==> src/rtl/irqp_pkg.sv <==
package irqp_pkg;
  typedef enum logic [1:0] {
    OP_NONE = 2'b00,
    OP_LOAD = 2'b01,
    OP_AND  = 2'b10,
    OP_OR   = 2'b11
  } sw_op_e;
endpackage

==> src/rtl/irqp_ack_decode.sv <==
module irqp_ack_decode #(
  parameter int NUM_SRC = 8,
  localparam int IDX_W = (NUM_SRC > 1) ? $clog2(NUM_SRC) : 1
) (
  input  logic               ack_valid,
  input  logic [IDX_W-1:0]   ack_idx,
  output logic [NUM_SRC-1:0] ack_mask
);
  // One-hot clear mask, one comparator per source.
  for (genvar g = 0; g < NUM_SRC; g++) begin : g_dec
    assign ack_mask[g] = ack_valid && (ack_idx == IDX_W'(g));
  end
endmodule

==> src/rtl/irqp_next_state.sv <==
module irqp_next_state
  import irqp_pkg::*;
#(
  parameter int NUM_SRC = 8
) (
  input  logic [NUM_SRC-1:0] cur,
  input  logic [1:0]         sw_op,
  input  logic [NUM_SRC-1:0] sw_data,
  input  logic [NUM_SRC-1:0] ack_mask,
  input  logic [NUM_SRC-1:0] hw_req,
  output logic [NUM_SRC-1:0] nxt
);
  logic [NUM_SRC-1:0] after_op;

  always_comb begin
    unique case (sw_op_e'(sw_op))
      OP_LOAD: after_op = sw_data;
      OP_AND:  after_op = cur & sw_data;
      OP_OR:   after_op = cur | sw_data;
      default: after_op = cur;
    endcase
    // Order: software op, then acknowledge clear, then hardware sets win.
    nxt = (after_op & ~ack_mask) | hw_req;
  end
endmodule

==> src/rtl/irqp_lowest_sel.sv <==
module irqp_lowest_sel #(
  parameter int NUM_SRC = 8,
  localparam int IDX_W = (NUM_SRC > 1) ? $clog2(NUM_SRC) : 1
) (
  input  logic [NUM_SRC-1:0] cand,
  output logic [IDX_W-1:0]   idx,
  output logic               any
);
  always_comb begin
    idx = '0;
    any = 1'b0;
    for (int i = NUM_SRC - 1; i >= 0; i--) begin
      if (cand[i]) begin
        idx = IDX_W'(i);
        any = 1'b1;
      end
    end
  end
endmodule

==> src/rtl/irq_pending_reg.sv <==
module irq_pending_reg
  import irqp_pkg::*;
#(
  parameter int NUM_SRC = 8,
  localparam int IDX_W = (NUM_SRC > 1) ? $clog2(NUM_SRC) : 1
) (
  input  logic               clk,
  input  logic               rst,
  input  logic [NUM_SRC-1:0] hw_req,
  input  logic [1:0]         sw_op,
  input  logic [NUM_SRC-1:0] sw_data,
  input  logic               ack_valid,
  input  logic [IDX_W-1:0]   ack_idx,
  input  logic [NUM_SRC-1:0] irq_en,
  input  logic               global_en,
  output logic [NUM_SRC-1:0] pending,
  output logic [IDX_W-1:0]   sel_idx,
  output logic               sel_valid,
  output logic               cpu_irq
);
  logic [NUM_SRC-1:0] ack_mask;
  logic [NUM_SRC-1:0] pend_nxt;
  logic [NUM_SRC-1:0] pend_q;
  logic [IDX_W-1:0]   sel_nxt;
  logic               any_nxt;
  logic [IDX_W-1:0]   sel_q;
  logic               selv_q;
  logic               irq_q;
  logic               past_ok;

  irqp_ack_decode #(.NUM_SRC(NUM_SRC)) u_dec (
    .ack_valid (ack_valid),
    .ack_idx   (ack_idx),
    .ack_mask  (ack_mask)
  );

  irqp_next_state #(.NUM_SRC(NUM_SRC)) u_nxt (
    .cur      (pend_q),
    .sw_op    (sw_op),
    .sw_data  (sw_data),
    .ack_mask (ack_mask),
    .hw_req   (hw_req),
    .nxt      (pend_nxt)
  );

  // Selection looks at the next state so all outputs move together.
  irqp_lowest_sel #(.NUM_SRC(NUM_SRC)) u_sel (
    .cand (pend_nxt & irq_en),
    .idx  (sel_nxt),
    .any  (any_nxt)
  );

  always_ff @(posedge clk) begin
    if (rst) begin
      pend_q  <= '0;
      sel_q   <= '0;
      selv_q  <= 1'b0;
      irq_q   <= 1'b0;
      past_ok <= 1'b0;
    end else begin
      pend_q  <= pend_nxt;
      sel_q   <= sel_nxt;
      selv_q  <= any_nxt;
      irq_q   <= global_en && any_nxt;
      past_ok <= 1'b1;
    end
  end

  assign pending   = pend_q;
  assign sel_idx   = sel_q;
  assign sel_valid = selv_q;
  assign cpu_irq   = irq_q;

  assert_hw_sets_R1: assert property (@(posedge clk) disable iff (rst)
    past_ok |-> ((pend_q & $past(hw_req)) == $past(hw_req)));

  assert_or_keeps_R4: assert property (@(posedge clk) disable iff (rst)
    (past_ok && $past(sw_op == 2'b11 && !ack_valid))
      |-> ((pend_q & $past(pend_q | sw_data)) == $past(pend_q | sw_data)));

  assert_ack_clears_R6: assert property (@(posedge clk) disable iff (rst)
    (past_ok && $past(ack_valid && sw_op == 2'b00 && !hw_req[ack_idx]))
      |-> !pend_q[$past(ack_idx)]);

  assert_irq_gate_R8: assert property (@(posedge clk) disable iff (rst)
    past_ok |-> (irq_q == ($past(global_en) && |(pend_q & $past(irq_en)))));

  assert_sel_pending_R10: assert property (@(posedge clk) disable iff (rst)
    selv_q |-> pend_q[sel_q]);
endmodule

==> config.mk <==
export PLATFORM = sky130hd
export DESIGN_NAME = irq_pending_reg
export DESIGN_NICKNAME = d
export VERILOG_FILES = /design/src/rtl/irqp_pkg.sv /design/src/rtl/irqp_ack_decode.sv /design/src/rtl/irqp_next_state.sv /design/src/rtl/irqp_lowest_sel.sv /design/src/rtl/irq_pending_reg.sv
export SDC_FILE = /design/constraint.sdc
export NUM_CORES = 1
export LEC_CHECK = 0
export BUFFER_PORTS_ARGS = -buffer_cell sky130_fd_sc_hd__buf_2
export CAP_MARGIN = 20
export CORE_ASPECT_RATIO = 0.5
export CORE_MARGIN = 5
export CORE_UTILIZATION = 29
export CTS_CLUSTER_SIZE = 16
export DETAILED_ROUTE_END_ITERATION = 7
export SYNTH_ARGS = -nofsm -noshare
export SYNTH_HDL_FRONTEND = slang
export SYNTH_SLANG_ARGS = --single-unit
==> constraint.sdc <==
create_clock -name clk -period 4.85 [get_ports clk]
set_clock_uncertainty 0.15 [all_clocks]
set_input_delay 0.2425 -clock clk [delete_from_list [all_inputs] [get_ports clk]]
set_output_delay 0.2425 -clock clk [all_outputs]
set_load 0.005 [all_outputs]
* Word level (Yosys, flattened, before mapping)
Cells that the tools add are included.
Storage, ports and cells: bits in registers 13, input port bits 33, output and inout port bits 13
Operators by class: eq/ne operators 10, multiplexer cells 16, bitwise logic cells 6, reductions and logical operators 13
Operator list (number):
- AND 8 bit | 3
- case mux 8 bit (3 select lines) | 1
- bitwise OR 8 bit | 2
- == test 3 bit, second input constant | 4
- 2-to-1 mux 3 bit | 4
- logical AND 1 bit | 9
- 2-to-1 mux 1 bit | 9
- NOT 8 bit | 1
- == test 3 x 2 -> 1 bit, second input constant | 2
- OR reduction 5 bit | 1
- == test 2 bit, second input constant | 2
- 2-to-1 mux 2 bit | 2
- == test 3 x 1 -> 1 bit, second input constant | 1
- zero test 3 bit | 1
- OR reduction 3 bit | 1
- == test 2 x 1 -> 1 bit, second input constant | 1
- OR reduction 2 bit | 1

* Logic depth before layout (Yosys ltp)
word-level depth 15, gate-level depth with buffers 7

* By module
From an unflattened synthesis, not the netlist that was laid out.
Second synthesis, totals: cells, all modules 99, area, all modules 885.8 um^2
Modules (own cells, without submodules):
- irq_pending_reg | times used 1, cells an instance 35, area each 446.7 um^2
- irqp_next_state | times used 1, cells an instance 43, area each 262.8 um^2
- irqp_ack_decode | times used 1, cells an instance 8, area each 96.3 um^2
- irqp_lowest_sel | times used 1, cells an instance 13, area each 80.1 um^2

* Least setup slack after synthesis
OpenSTA, ideal clock, no wires.
path kind input port to flip-flop, start point input port sw_op[0], end point register irq_q, in the netlist cpu_irq, library setup time 0.059 ns, arrival time 1.595 ns, required time 4.641 ns, setup slack 3.046 ns, stages 6, cell sequence clkbuf_1 -> a211oi_1 -> or4b_4 -> a21boi_1 -> a41oi_2 -> and2_1
On the way: cells in the longest elaborated chain, start to end 14, elaborated cells on any way between the ends 16, those cells by class 3 x eq/ne; 9 x mux; 3 x bitwise; 1 x reduce/logical
Ends and longest elaborated chain:
- start: declaration | RTL line irq_pending_reg.sv:10 | input logic [1:0] sw_op,
- == test 2 bit / == test 2 x 1 -> 1 bit (equally long branches) | RTL line irqp_next_state.sv:16 | unique case (sw_op_e'(sw_op))
- case mux 8 bit (3 select lines) (*) | RTL line irqp_next_state.sv:16
- AND 8 bit (*) | RTL line irqp_next_state.sv:23 | nxt = (after_op & ~ack_mask) | hw_req;
- bitwise OR 8 bit (*) | RTL line irqp_next_state.sv:23
- AND 8 bit (*) | RTL line irq_pending_reg.sv:48 | .cand (pend_nxt & irq_en),
- 2-to-1 mux 1 bit (7 in series) | RTL line irqp_lowest_sel.sv:13 | if (cand[i]) begin
- 2-to-1 mux 1 bit (*) | RTL line irqp_lowest_sel.sv:13
- logical AND 1 bit (*) | RTL line irq_pending_reg.sv:64 | irq_q <= global_en && any_nxt;
- end signal: assignment | RTL line irq_pending_reg.sv:64
- end: declaration | RTL line irq_pending_reg.sv:28 | logic irq_q;
Every way passes the cells marked *; elsewhere a longest branch is shown, timed or not. A chain may end at the register's enable or synchronous reset.

* Worst setup path in the final report
start point input port sw_op[1], end point register irq_q, in the netlist cpu_irq
Same word-level chain as after synthesis.

==> impl_metrics.yaml <==
pwr:
  p_sw_w: 0.0000807
  combPwrFrac: 0.244
  ir_worst_vdd_mv: 0.0807
  internal_power_w: 0.000208
  p_per_area_mw_per_mm2: 259
  switching_share: 0.280
  clock_power_share: 0.336
  p_seq_frac: 0.420
  cellLeakagePower_nw: 0.492
final_layout:
  drive_gt1_frac: 0.361
  area.growth.synth_to_final_pct: 36.5
  n_antenna_cell: 0
  register_area_um2: 260
  fillers: 291
  multiInputGateArea_um2: 526
  fin_nets: 178
synth:
  synth_top_family_by_area: "simple AND/OR/NAND/NOR gates"
  yosysMostFrequentCell: "dfxtp_1"
  syn_inst: 98
  async_reset_ff_frac: 0
  synthMuxAreaShare: 0
  synth_area_per_cell_um2: 8.32
  yosysTopAreaCell: "dfxtp_1"
  synth_area_um2: 816
  synth-simple-area-share: 0.344
  syn_nets: 131
  synth_common_cells: "13 x dfxtp_1, 11 x a211oi_1, 11 x a21oi_1"
  synthFlopType: "dfxtp_1"
  synth-compound-area-share: 0.301
  synth_xor_area_frac: 0
  ys_ff_latch: 13
  seq_area_frac_synth: 0.319
  ys_warn_count: 0
  synth_edf_count: 0
  synthTopCellsByArea: "dfxtp_1 32%, a211oi_1 10%, a21oi_1 6.7%"
  synth_cell_types: 31
  synth.top_cell.area_share: 0.319
  synthAdderAreaFrac: 0
worst_hold_path:
  hold_path_depth: 2
  hp-class: "in2reg"
  holdPathEnd: "cpu_irq$_SDFF_PP0_"
  min-delay-start: "global_en"
worst_setup_path:
  crit_family: "simple AND/OR/NAND/NOR gates"
  path_cells: "buf_2, nand2b_1, a211oi_1, nor4b_1, a31oi_1, a41oi_2, and2_1"
  path_buf_inv: 1
  crit_type: "in2reg"
  rr_startpoint: "pending[1]$_SDFF_PP0_"
  required_ns: 4.88
  crit_slowest_cell: "nor4b_1"
  end_kind: "flip-flop"
  start_kind: "input pin"
  arrival_ns: 2.04
  max_stage_delay_ns: 0.55
  r2r_slack_ns: 3.06
  timing.rr.end: "cpu_irq$_SDFF_PP0_"
  crit_path_max_fanout: 9
  rr_worst_depth: 5
timing:
  relSlewSlack: 0.611
  fin_crit_sh: 0.413
  setup_viol: 0
  setup_tns_ns: 0
  drv_slew: 0
  finalHoldViolCount: 0
  layout_setup_ws_ns: 2.85
  rsz0062_at_grt: "no"
  worstMarginPinSlew_ns: 0.575
  clock.fmax_ghz: 0.499
  period_needed_ns: 2.00
clock_tree:
  clkLatencyLatePin_ns: 0.25
  cts_tree: "built"
  cts.repair.resized: 0
  post-cts-setup-buffers: 0
  htree_levels: 1
  clk_pin_slew_ns: 0.05
  holdBufCountCts: 0
  root_buffer: "clkbuf_8"
  cts_max_path_buffers: 2
  cts_made_buffers: 3
  clock_sinks: 13
die:
  die-area_mm2: 0.00404
  initial_core_util: 0.310
  ios: 46
  row_count: 13
  fp.dieW_um: 85.0
  coreArea_mm2: 0.00264
  dieHeight_um: 47.5
status:
  status: "completed"
drt:
  routed_via_density: 4.95
  finalWirelength_um: 2370
  vias: 896
  ant_nets: 0
  drt_iter0_markers: 44
  drc: 0
  routedWlPerCell_um: 13.1
  dr.pass1.iters: 4
global_route:
  grt_remaining_overflow: 0
  grt_pass1_wl_um: 3750
  grt_antenna_before_repair: 0
  grt_pass1_vias: 835
  grt_max_degree: 12
  groute.usage.overall: 0.119
place:
  pre_cts_slack_ns: 2.64
  gp_congestion: 0.757
  dp_hpwl_um: 1980
  port_buffers: 45
job:
  max_cap_viol_count: 0
[layout make-up]
type                            count  share of cell area
Clock buffer                        4              0.0404
Tap cell                           37              0.0416
Timing Repair Buffer               45               0.202
Sequential cell                    13               0.234
Multi-Input combinational cell     79               0.472
Inverter                            3              0.0101
[metal layers]
layer / up-vias / global-route usage / routed length, um
li1: 466 / - / -
met1: 409 / 0.139 / 1090
met2: 16 / 0.213 / 1160
met3: 5 / 0.0412 / 100
met4: 0 / 0.0410 / 25
met5: - / 0 / 0
[power by group through the flow]
stage | Combinational [W] | Clock [W] | Sequential (W)
finish | 0.0000702 | 0.0000969 | 0.000121
global route | 0.0000787 | 0.000105 | 0.000122
CTS | 0.0000710 | 0.000101 | 0.000121
detailed placement | 0.0000708 | 0 | 0.000123
global placement | 0.0000705 | 0 | 0.000123
floorplan | 0.0000372 | 0 | 0.000124
[per-stage QoR]
stage,total power (W),cell area (um^2),std cells,hold slack [ns],utilization
final,0.000288,1110,181,0.0651,0.423
after global routing,0.000306,1110,181,0.0641,0.423
after CTS,0.000293,1110,181,0.0569,0.423
after detailed placement,0.000194,1070,177,0.303,0.406
after global placement,0.000194,1070,177,0.303,0.406
after floorplan,0.000161,816,98,0.210,-
[flip-flops by register name, indices dropped and copies added (netlist names)]
name       count
cpu_irq        1
pending        8
sel_idx        3
sel_valid      1
[cell families after synthesis]
logic type,after synthesis
AOI/OAI and AO/OA,34
buffers and inverters,6
DFF,13
and+or+nand+nor,45
[placed cells by master (no fill, tap or decap), types with 4 or more instances in the layout]
| cell | count |
|---|---|
| nand2b_1 | 7 |
| buf_2 | 45 |
| nor4b_1 | 4 |
| nor4_1 | 5 |
| a21oi_1 | 11 |
| a211oi_1 | 11 |
| dfxtp_1 | 13 |
| nand2_1 | 4 |
| or2b_1 | 7 |
| nor2_1 | 7 |
[how the worst max path moves through the flow]
stage	startpoint	end	slack [ns]	depth (start not counted)
final	sw_op[1]	cpu_irq$_SDFF_PP0_	2.85	7
after global routing	sw_op[1]	cpu_irq$_SDFF_PP0_	2.70	7
after global placement	sw_op[1]	cpu_irq$_SDFF_PP0_	2.69	7
after CTS	sw_op[1]	cpu_irq$_SDFF_PP0_	2.87	7
after detailed placement	sw_op[1]	cpu_irq$_SDFF_PP0_	2.64	7
after floorplan	sw_op[0]	cpu_irq$_SDFF_PP0_	3.05	6
Note: power is estimated with default switching activity, not from simulation.
